--- src/rtl/nc_stat_pkg.sv ---
package nc_stat_pkg;

  // register select codes carried on the low two address bits
  typedef enum logic [1:0] {
    SEL_STAT = 2'd0,
    SEL_MASK = 2'd1,
    SEL_CMD  = 2'd2,
    SEL_NONE = 2'd3
  } reg_sel_e;

  localparam int SEL_W = 2;

endpackage

--- src/rtl/nc_stat_bits.sv ---
module nc_stat_bits #(
  parameter int           W      = 8,
  parameter logic [W-1:0] STICKY = 8'h07,
  parameter logic [W-1:0] TXCLR  = 8'h03,
  parameter int           RXI    = 2
) (
  input  logic         clk,
  input  logic         rst,
  input  logic [W-1:0] ev,
  input  logic         clr_tx,
  input  logic         rx_empty,
  output logic [W-1:0] stat
);

  logic empty_q;
  logic drain;

  // remember the previous empty level to find the drain edge
  always_ff @(posedge clk) begin
    if (rst) empty_q <= 1'b1;
    else     empty_q <= rx_empty;
  end

  assign drain = rx_empty & ~empty_q;

  for (genvar i = 0; i < W; i++) begin : g_bit
    if (i == RXI) begin : g_rx
      always_ff @(posedge clk) begin
        if (rst) stat[i] <= 1'b0;
        else     stat[i] <= ev[i] | (stat[i] & ~drain);
      end


      rx_drain_clr_chk: assert property (@(posedge clk) disable iff (rst)
        (drain && !ev[i]) |=> !stat[i]);

      rx_read_keep_chk: assert property (@(posedge clk) disable iff (rst)
        (stat[i] && !drain) |=> stat[i]);
    end else if (STICKY[i] && TXCLR[i]) begin : g_tx
      always_ff @(posedge clk) begin
        if (rst) stat[i] <= 1'b0;
        else     stat[i] <= ev[i] | (stat[i] & ~clr_tx);
      end


      tx_hold_chk: assert property (@(posedge clk) disable iff (rst)
        (stat[i] && !clr_tx) |=> stat[i]);

      tx_clear_chk: assert property (@(posedge clk) disable iff (rst)
        (clr_tx && !ev[i]) |=> !stat[i]);

      tx_event_wins_chk: assert property (@(posedge clk) disable iff (rst)
        ev[i] |=> stat[i]);
    end else if (STICKY[i]) begin : g_keep
      always_ff @(posedge clk) begin
        if (rst) stat[i] <= 1'b0;
        else     stat[i] <= ev[i] | stat[i];
      end
    end else begin : g_live
      always_ff @(posedge clk) begin
        if (rst) stat[i] <= 1'b0;
        else     stat[i] <= ev[i];
      end


      live_follow_chk: assert property (@(posedge clk) disable iff (rst)
        ev[i] |=> stat[i]);
    end
  end

endmodule

--- src/rtl/nc_stat_mask.sv ---
module nc_stat_mask #(
  parameter int IRQ_W = 4
) (
  input  logic             clk,
  input  logic             rst,
  input  logic             wr_en,
  input  logic [IRQ_W-1:0] wdata,
  input  logic [IRQ_W-1:0] stat_lo,
  output logic [IRQ_W-1:0] mask,
  output logic             fiq
);

  always_ff @(posedge clk) begin
    if (rst)        mask <= '0;
    else if (wr_en) mask <= wdata;
  end

  always_ff @(posedge clk) begin
    if (rst) fiq <= 1'b0;
    else     fiq <= |(stat_lo & mask);
  end


  mask_hold_chk: assert property (@(posedge clk) disable iff (rst)
    !wr_en |=> $stable(mask));

  fiq_raise_chk: assert property (@(posedge clk) disable iff (rst)
    (|(stat_lo & mask)) |=> fiq);

  fiq_quiet_chk: assert property (@(posedge clk) disable iff (rst)
    !(|(stat_lo & mask)) |=> !fiq);

endmodule

--- src/rtl/nc_stat_cmd.sv ---
module nc_stat_cmd #(
  parameter int DATA_W = 8,
  parameter int OP_W   = 4,
  localparam int ARG_W = DATA_W - OP_W
) (
  input  logic              clk,
  input  logic              rst,
  input  logic              wr_en,
  input  logic [DATA_W-1:0] wdata,
  output logic              stb,
  output logic [OP_W-1:0]   op,
  output logic [ARG_W-1:0]  arg
);

  always_ff @(posedge clk) begin
    if (rst) begin
      stb <= 1'b0;
      op  <= '0;
      arg <= '0;
    end else begin
      stb <= wr_en;
      if (wr_en) begin
        op  <= wdata[OP_W-1:0];
        arg <= wdata[DATA_W-1:OP_W];
      end
    end
  end


  cmd_pulse_chk: assert property (@(posedge clk) disable iff (rst)
    wr_en |=> (stb && op == $past(wdata[OP_W-1:0])));

  cmd_idle_chk: assert property (@(posedge clk) disable iff (rst)
    !wr_en |=> (!stb && $stable(op) && $stable(arg)));

endmodule

--- src/rtl/nc_stat_regs.sv ---
module nc_stat_regs
  import nc_stat_pkg::*;
#(
  parameter int                DATA_W       = 8,
  parameter int                ADDR_W       = 3,
  parameter int                STAT_W       = 8,
  parameter int                IRQ_W        = 4,
  parameter int                OP_W         = 4,
  parameter logic [STAT_W-1:0] STICKY_MASK  = 8'h07,
  parameter logic [STAT_W-1:0] TXCLR_MASK   = 8'h03,
  parameter int                RXCELL_IDX   = 2,
  parameter int                CLR_ADDR_BIT = 2,
  localparam int               ARG_W        = DATA_W - OP_W
) (
  input  logic              clk,
  input  logic              rst,
  input  logic              cpu_rd,
  input  logic              cpu_wr,
  input  logic [ADDR_W-1:0] cpu_addr,
  input  logic [DATA_W-1:0] cpu_wdata,
  output logic [DATA_W-1:0] cpu_rdata,
  input  logic [STAT_W-1:0] ev_in,
  input  logic              rxq_empty,
  output logic              cmd_stb,
  output logic [OP_W-1:0]   cmd_op,
  output logic [ARG_W-1:0]  cmd_arg,
  output logic              fiq
);

  reg_sel_e          sel;
  logic              clr_tx;
  logic              mask_we;
  logic              cmd_we;
  logic [STAT_W-1:0] stat;
  logic [IRQ_W-1:0]  mask;
  logic [DATA_W-1:0] rd_mux;

  assign sel     = reg_sel_e'(cpu_addr[SEL_W-1:0]);
  assign clr_tx  = cpu_rd && (sel == SEL_STAT) && cpu_addr[CLR_ADDR_BIT];
  assign mask_we = cpu_wr && (sel == SEL_MASK);
  assign cmd_we  = cpu_wr && (sel == SEL_CMD);

  nc_stat_bits #(
    .W      (STAT_W),
    .STICKY (STICKY_MASK),
    .TXCLR  (TXCLR_MASK),
    .RXI    (RXCELL_IDX)
  ) u_bits (
    .clk      (clk),
    .rst      (rst),
    .ev       (ev_in),
    .clr_tx   (clr_tx),
    .rx_empty (rxq_empty),
    .stat     (stat)
  );

  nc_stat_mask #(
    .IRQ_W (IRQ_W)
  ) u_mask (
    .clk     (clk),
    .rst     (rst),
    .wr_en   (mask_we),
    .wdata   (cpu_wdata[IRQ_W-1:0]),
    .stat_lo (stat[IRQ_W-1:0]),
    .mask    (mask),
    .fiq     (fiq)
  );

  nc_stat_cmd #(
    .DATA_W (DATA_W),
    .OP_W   (OP_W)
  ) u_cmd (
    .clk   (clk),
    .rst   (rst),
    .wr_en (cmd_we),
    .wdata (cpu_wdata),
    .stb   (cmd_stb),
    .op    (cmd_op),
    .arg   (cmd_arg)
  );

  // read multiplexer, zero-extending narrower registers
  always_comb begin
    rd_mux = '0;
    unique case (sel)
      SEL_STAT: rd_mux[STAT_W-1:0] = stat;
      SEL_MASK: rd_mux[IRQ_W-1:0]  = mask;
      default:  rd_mux = '0;
    endcase
  end

  always_ff @(posedge clk) begin
    if (rst)         cpu_rdata <= '0;
    else if (cpu_rd) cpu_rdata <= rd_mux;
  end


  rdata_hold_chk: assert property (@(posedge clk) disable iff (rst)
    !cpu_rd |=> $stable(cpu_rdata));

  mask_readback_chk: assert property (@(posedge clk) disable iff (rst)
    (cpu_rd && sel == SEL_MASK) |=> (cpu_rdata[DATA_W-1:IRQ_W] == '0));

  stat_preclear_chk: assert property (@(posedge clk) disable iff (rst)
    (clr_tx && stat[0]) |=> cpu_rdata[0]);

endmodule

--- config.mk ---
export PLATFORM = sky130hd
export DESIGN_NAME = nc_stat_regs
export DESIGN_NICKNAME = d
export VERILOG_FILES = /design/src/rtl/nc_stat_pkg.sv /design/src/rtl/nc_stat_bits.sv /design/src/rtl/nc_stat_mask.sv /design/src/rtl/nc_stat_cmd.sv /design/src/rtl/nc_stat_regs.sv
export SDC_FILE = /design/constraint.sdc
export NUM_CORES = 1
export LEC_CHECK = 0
export ABC_AREA = 1
export BUFFER_PORTS_ARGS = -buffer_cell sky130_fd_sc_hd__buf_2
export CAP_MARGIN = 40
export CORE_MARGIN = 2
export CORE_UTILIZATION = 35
export CTS_CLUSTER_SIZE = 16
export DETAILED_ROUTE_END_ITERATION = 10
export GPL_ROUTABILITY_DRIVEN = 0
export SKIP_CTS_REPAIR_TIMING = 1
export SLEW_MARGIN = 40
export SYNTH_ARGS = -nofsm -noshare
export SYNTH_HDL_FRONTEND = slang
export SYNTH_HIERARCHICAL = 1
export SYNTH_SLANG_ARGS = --single-unit
--- constraint.sdc ---
create_clock -name clk -period 0.93 [get_ports clk]
set_input_delay 0.1395 -clock clk [delete_from_list [all_inputs] [get_ports clk]]
set_output_delay 0.1395 -clock clk [all_outputs]
set_load 0.005 [all_outputs]
==> results by group, run 1 <==
Die
  • Die height: 64.0 µm
  • Die area: 4090 µm²
  • Placeable core area: 3390 µm²
  • Starting Density: ~37%
  • FP Rows: 21
  • Die W: roughly 64 µm
  • I/O pin total: 42

Timing
  • Worst hold slack: 0.00898 ns
  • Worst-Margin Slew: 0.245 ns
  • Setup Viol. Count Final: 0
  • RSZ-0062 raised after global routing: true
  • Final hold vios: 0
  • Final Max Slew Viols: 0
  • Slew HR: 83.6%
  • Final period utilization: 98.6%
  • Clk_skew: 0.00634 ns
  • Setup TNS: 0 ns
  • Peak Freq: ~1.1 GHz
  • Fin crit period: 0.917 ns

Clock network
  • Clock Tree Root: clkbuf_4
  • Clock buffer depth: 2
  • Clk_lat worst skew: 0.33 ns
  • CTS H-Tree Depth: 2
  • Num CTS Buffers: 5
  • CTS tree: yes
  • # clock sinks: 31
  • Clk pin slew, worst setup/hold paths: roughly 0.09 ns

Route
  • DR WL met3: 187 µm
  • Via Count: 1,155
  • WL final: 2.62 mm
  • Top routing layer used: met4
  • M1 WL: 1.14 mm
  • DR pass1 iterations: 5
  • Via density per instance: a little over 4
  • DR iter-0 viols: 47
  • Routed wl met2: 1.24 mm
  • Final ANT Viol Nets: 0
  • Residual DRC: 0
  • Drt wl/cell: 9.44 µm

Setup path
  • Reg2reg start: u_mask/mask[2]
  • CP max stage delay: about 0.33 ns
  • Crit path cell chain: buf_2
  • Crit path DAT: 0.78 ns
  • Crit path kind: register to output port
  • FF-to-FF setup slack: 0.16 ns
  • Worst r2r path cells: 6
  • CP max stage cell: dfxtp_2
  • Family with the most delay on the worst path: flip-flops
  • Crit-path max FO: 2
  • CP bufs+invs: 1
  • Worst r2r dst: cpu_rdata[2]
  • Setup crit start kind: register
  • Stages on worst setup path: 1
  • Setup crit end: cmd_op[2]
  • Crit path from: u_cmd/op[2]
  • Req. time, crit path: between 0.7 and 0.8 ns
  • Crit. End Element: output port

Synthesis
  • Most common cell in the netlist: nand2_1
  • Post-synth top cells: nand2_1, dfxtp_1, nor2_1, inv_1, nand3_1
  • EDFF count, synth: 0
  • Number of library cell types mapped by synthesis: 16
  • Yosys warnings: 6
  • Largest area contributor in the synthesized netlist: dfxtp_1
  • Syn avg cell area: about 7 µm²
  • Synth Flop Type: dfxtp_1
  • Syn Nets: 199
  • Yosys reg bits: 31
  • Synthesized cell area: about 1300 µm²
  • Register area share after synthesis: about 49%
  • Cells after Synth: ~180
  • Fraction of registers with async set/reset: 0%
  • Main area contributors after synthesis: dfxtp_1, nand2_1, nor2_1
  • Synth top area share: 49.3%

Power and ir drop
  • Reg power frac: about 52%
  • Sw Ratio: 22.7%
  • Clk network pwr share: 36.5%
  • P_int: 2090 µW
  • P_sw: 614 µW
  • Leak Pwr: 0.000914 µW
  • Worst IR drop on VDD: ~990 µV
  • Pwr Density: 1570 nW/µm²
  • Overall Power: 2710 µW
  • Combinational fraction of design power: 11.2%

Global route
  • Grt total ovfl: 0
  • Initial antenna violation count: 0
  • Global-route wire length before repair: roughly 4.5 mm
  • Largest net degree at the start of global routing: 18
  • Vias in the first global route: around 1,100
  • Gr usage total: 14.7%

Final layout
  • Filler instances: 348
  • Nets: 256
  • Layout cells sized above 1: ~37%
  • Multi-input gate area: roughly 470 µm²
  • Sequential cell area: 643 µm²
  • Final Instance Area: 1720 µm²
  • # diodes: 0
  • Area grow syn2layout: 36.8%
  • Final Core Density: approximately 51%

Placed design
  • I/O Buffers: 41
  • Placed cell areas: around 1500 µm²
  • DP HPWL: 1.87 mm

Job
  • Max cap viols: 0

Min path
  • HP Class: input pin to register

Run status
  • Status: complete, no violations
through the flow:
stage | setup WS [ns] | cells
CTS | -0.0217 | 271
global placement | -0.0418 | 264
floorplan | 0.00193 | 175
global route | -0.0470 | 278
finish | 0.0133 | 278
detailed placement | -0.0572 | 264
final cells by class:
cell class,instances,share of cell area (%)
Clock inverter,1,1.74
Inverter,31,7.05
Tap cell,46,3.34
Timing Repair Buffer,55,20.7
Multi-Input combinational cell,108,27.4
Sequential cell,31,37.4
Clock buffer,6,2.40
cells by family (layout without fill, tap and decap cells):
logic type             count (synthesis)  after routing  share of synthesized area, %
and+or+nand+nor                       97             97                          32.2
buffers and inverters                 36             93                          14.1
AOI/OAI and AO/OA                     11             11                          4.37
DFF                                   31             31                          49.3
layer usage:
metal | track usage (%) | vias up
li1 | - | 629
met1 | 16.2 | 489
met2 | 23.0 | 31
met3 | 7.39 | 6
met4 | 7.61 | 0
met5 | 0 | -
registers in the layout, summed over array words and instances (netlist names):
name,count
u_cmd/stb,1
u_mask/fiq,1
u_bits/stat,8
u_cmd/arg,4
cpu_rdata,8
u_mask/mask,4
u_bits/empty_q,1
u_cmd/op,4
placed cells by master (no fill, tap or decap), types with 2 or more instances in the layout:
cell / instances
buf_6: 3
nand2_1: 52
buf_4: 7
dfxtp_1: 13
buf_2: 38
nor2_4: 2
inv_2: 7
dlygate4sd3_1: 6
inv_1: 22
nor2_1: 26
a21oi_1: 11
nand3_1: 12
dfxtp_2: 18
clkbuf_4: 5
worst min path at each step:
stage               startpoint              to  depth (start not counted)
detailed placement   rxq_empty  u_bits/empty_q                          2
finish                ev_in[3]  u_bits/stat[3]                          3
global placement     rxq_empty  u_bits/empty_q                          2
global route          ev_in[3]  u_bits/stat[3]                          3
floorplan                  rst    cpu_rdata[4]                          1
CTS                  rxq_empty  u_bits/empty_q                          2
power groups by stage:
stage | Sequential, µW | Clock (µW) | Combinational [µW]
6_report | 1420 | 987 | 302
5_1_grt | 1420 | 1110 | 344
4_1_cts | 1410 | 1020 | 278
3_5_place_dp | 1440 | 0 | 276
3_3_place_gp | 1440 | 0 | 275
2_1_floorplan | 1440 | 0 | 159
Power figures use the tool's default switching activity.
==> run 2: changes to the inputs <==
--- a/config.mk
+++ b/config.mk
@@ -11,3 +11,3 @@
 export CORE_MARGIN = 2
-export CORE_UTILIZATION = 35
+export CORE_UTILIZATION = 52
 export CTS_CLUSTER_SIZE = 16
@@ -15,2 +15,3 @@
 export GPL_ROUTABILITY_DRIVEN = 0
+export PLACE_DENSITY = 0.82
 export SKIP_CTS_REPAIR_TIMING = 1
==> constraint.sdc (replaced) <==
create_clock -name clk -period 1.1 [get_ports clk]
set_input_delay 0.165 -clock clk [delete_from_list [all_inputs] [get_ports clk]]
set_output_delay 0.165 -clock clk [all_outputs]
set_load 0.02 [all_outputs]
==> run 2 against run 1 <==
  * Combinational power is 19% lower
  * Worst setup slack gained 0.095 ns
  * First-iteration DRC count shrank 36%
  * Clock-buffer cell count grew 2
  * Sequential power fell by 16%
  * Global-route usage rose by 7.0 points
  * Clock power is 26% lower
  * Critical endpoint is now cmd_arg[0]
  * Highest routed layer unchanged
==> results by group, run 2 (same netlist as run 1, synthesis figures left out) <==
Clock network
  • Clock buffer depth: 2
  • CTS H-Tree Depth: 2
  • # clock sinks: 31
  • Clock Tree Root: clkbuf_4
  • Clk pin slew, worst setup/hold paths: 0.09 ns
  • Num CTS Buffers: 5
  • Clk_lat worst skew: 0.31 ns
  • CTS tree: yes

Setup path
  • Worst r2r dst: cpu_rdata[1]
  • Crit path kind: register to output port
  • CP max stage delay: 0.34 ns
  • Crit path DAT: 0.83 ns
  • FF-to-FF setup slack: 0.31 ns
  • Reg2reg start: u_mask/mask[1]
  • Family with the most delay on the worst path: flip-flops
  • Crit. End Element: output port
  • CP bufs+invs: 1
  • Crit-path max FO: 2
  • Req. time, crit path: 0.94 ns
  • Worst r2r path cells: 6
  • Crit path cell chain: buf_2
  • Setup crit start kind: register
  • CP max stage cell: dfxtp_1

Final layout
  • Area grow syn2layout: 22.3%
  • Layout cells sized above 1: 28.8%
  • Final Instance Area: 1540 µm²
  • Nets: 245
  • Commonest non-fill, non-tap cells in the layout: nand2_1, buf_2, dfxtp_1
  • Regs by FF count: cpu_rdata x8, u_bits/stat x8
  • Commonest non-fill, non-tap cell in the layout: nand2_1
  • # diodes: 0

Min path
  • Hold worst-path end: u_bits/empty_q
  • HP Class: input pin to register
  • Hold_sp: rxq_empty
  • Hold depth: 2

Timing
  • RSZ-0062 raised after global routing: false
  • Setup Viol. Count Final: 0
  • Slew HR: 78.7%
  • Fin crit period: a little under 1 ns
  • Final period utilization: 90.2%
  • Final hold vios: 0
  • Peak Freq: 1.01 GHz
  • Final Max Slew Viols: 0
  • Clk_skew: 0.00168 ns
  • Setup TNS: 0 ns
  • Worst-Margin Slew: 0.318 ns

Power and ir drop
  • P_int: 1640 µW
  • Reg power frac: 55.2%
  • Sw Ratio: 24.2%
  • P_sw: approximately 520 µW
  • Pwr Density: 1410 nW/µm²
  • Combinational fraction of design power: ~11%
  • Clk network pwr share: 33.6%
  • Worst IR drop on VDD: 960 µV
  • Leak Pwr: 0.000848 µW

Die
  • Starting Density: 55.8%
  • I/O pin total: 42
  • FP Rows: 17
  • Placeable core area: 2250 µm²
  • Die height: 53.2 µm
  • Die W: 53.2 µm
  • Die area: 2830 µm²

Placed design
  • I/O Buffers: 41
  • DP HPWL: 1.94 mm
  • Placed cell areas: approximately 1500 µm²

Global route
  • Grt total ovfl: 0
  • Met2 Track Usage GR: 36.6%
  • Largest net degree at the start of global routing: 18
  • Initial antenna violation count: 0
  • Grt peak-use layer: met2
  • Vias in the first global route: 1,106
  • Grt met1 use: 24.3%
  • Gr usage total: between 20% and 30%
  • Global-route wire length before repair: 4.37 mm
  • Met3 GRT Util: approximately 6.8%

Run status
  • Status: complete, no violations

Job
  • Max cap viols: 0

Route
  • Via density per instance: 4.56
  • Residual DRC: 0
  • Via Count: 1,139
  • WL final: 2.49 mm
  • DR pass1 iterations: 4
  • DR iter-0 viols: 30
  • Final ANT Viol Nets: 0
  • Drt wl/cell: about 10 µm
[run 2: cell types whose count changed in the layout (fill, tap and decap cells not counted), moves of 2 or more]
cell and delta:
buf_2 +3, dfxtp_1 +18, dlygate4sd3_1 -6, dfxtp_2 -18
buf_4 -4, clkbuf_8 +2, buf_6 -3
[run 2: layout make-up]
cell class / instances / area [µm²]
tap: 28 / 35.0
clock buffer: 8 / 68.8
inverter: 31 / 121
timing repair buffer: 44 / 228
sequential: 31 / 621
fill: 201 / 716
multi-input combinational: 108 / 465
[run 2: metrics by stage]
stage	utilization [%]	setup slack [ns]	hold slack (ns)	instances	power [µW]
6_report	68.3	0.108	0.0425	250	2160
3_5_place_dp	65.2	0.0667	0.372	242	1460
3_3_place_gp	65.2	0.0939	0.363	242	1450
5_1_grt	68.3	0.0432	0.0191	250	2290
4_1_cts	68.3	0.0962	0.0382	250	2190
2_1_floorplan	-	0.0908	0.234	175	1370
[run 2: layer usage]
layer / vias to the layer above / share of wire [%]
met5: - / 0
met4: 0 / 1.7
met3: 7 / 5.3
met2: 27 / 50
met1: 495 / 43
li1: 610 / -
[run 2: power groups by stage]
stage / Combinational, µW / Clock [µW] / Sequential (µW)
after floorplan: 130 / 0 / 1240
after global placement: 234 / 0 / 1220
after detailed placement: 243 / 0 / 1220
after CTS: 245 / 747 / 1190
after global routing: 276 / 814 / 1200
final: 244 / 726 / 1190
[run 2: worst max path at each step]
stage                            start            to  cells after the start
after detailed placement   cpu_addr[1]   u_cmd/op[0]                      7
after floorplan            cpu_addr[0]   u_cmd/op[2]                      7
after global placement     cpu_addr[1]  u_cmd/arg[2]                      7
final                     u_cmd/arg[0]    cmd_arg[0]                      1
after global routing      cpu_rdata[2]  cpu_rdata[2]                      1
after CTS                 cpu_rdata[3]  cpu_rdata[3]                      1
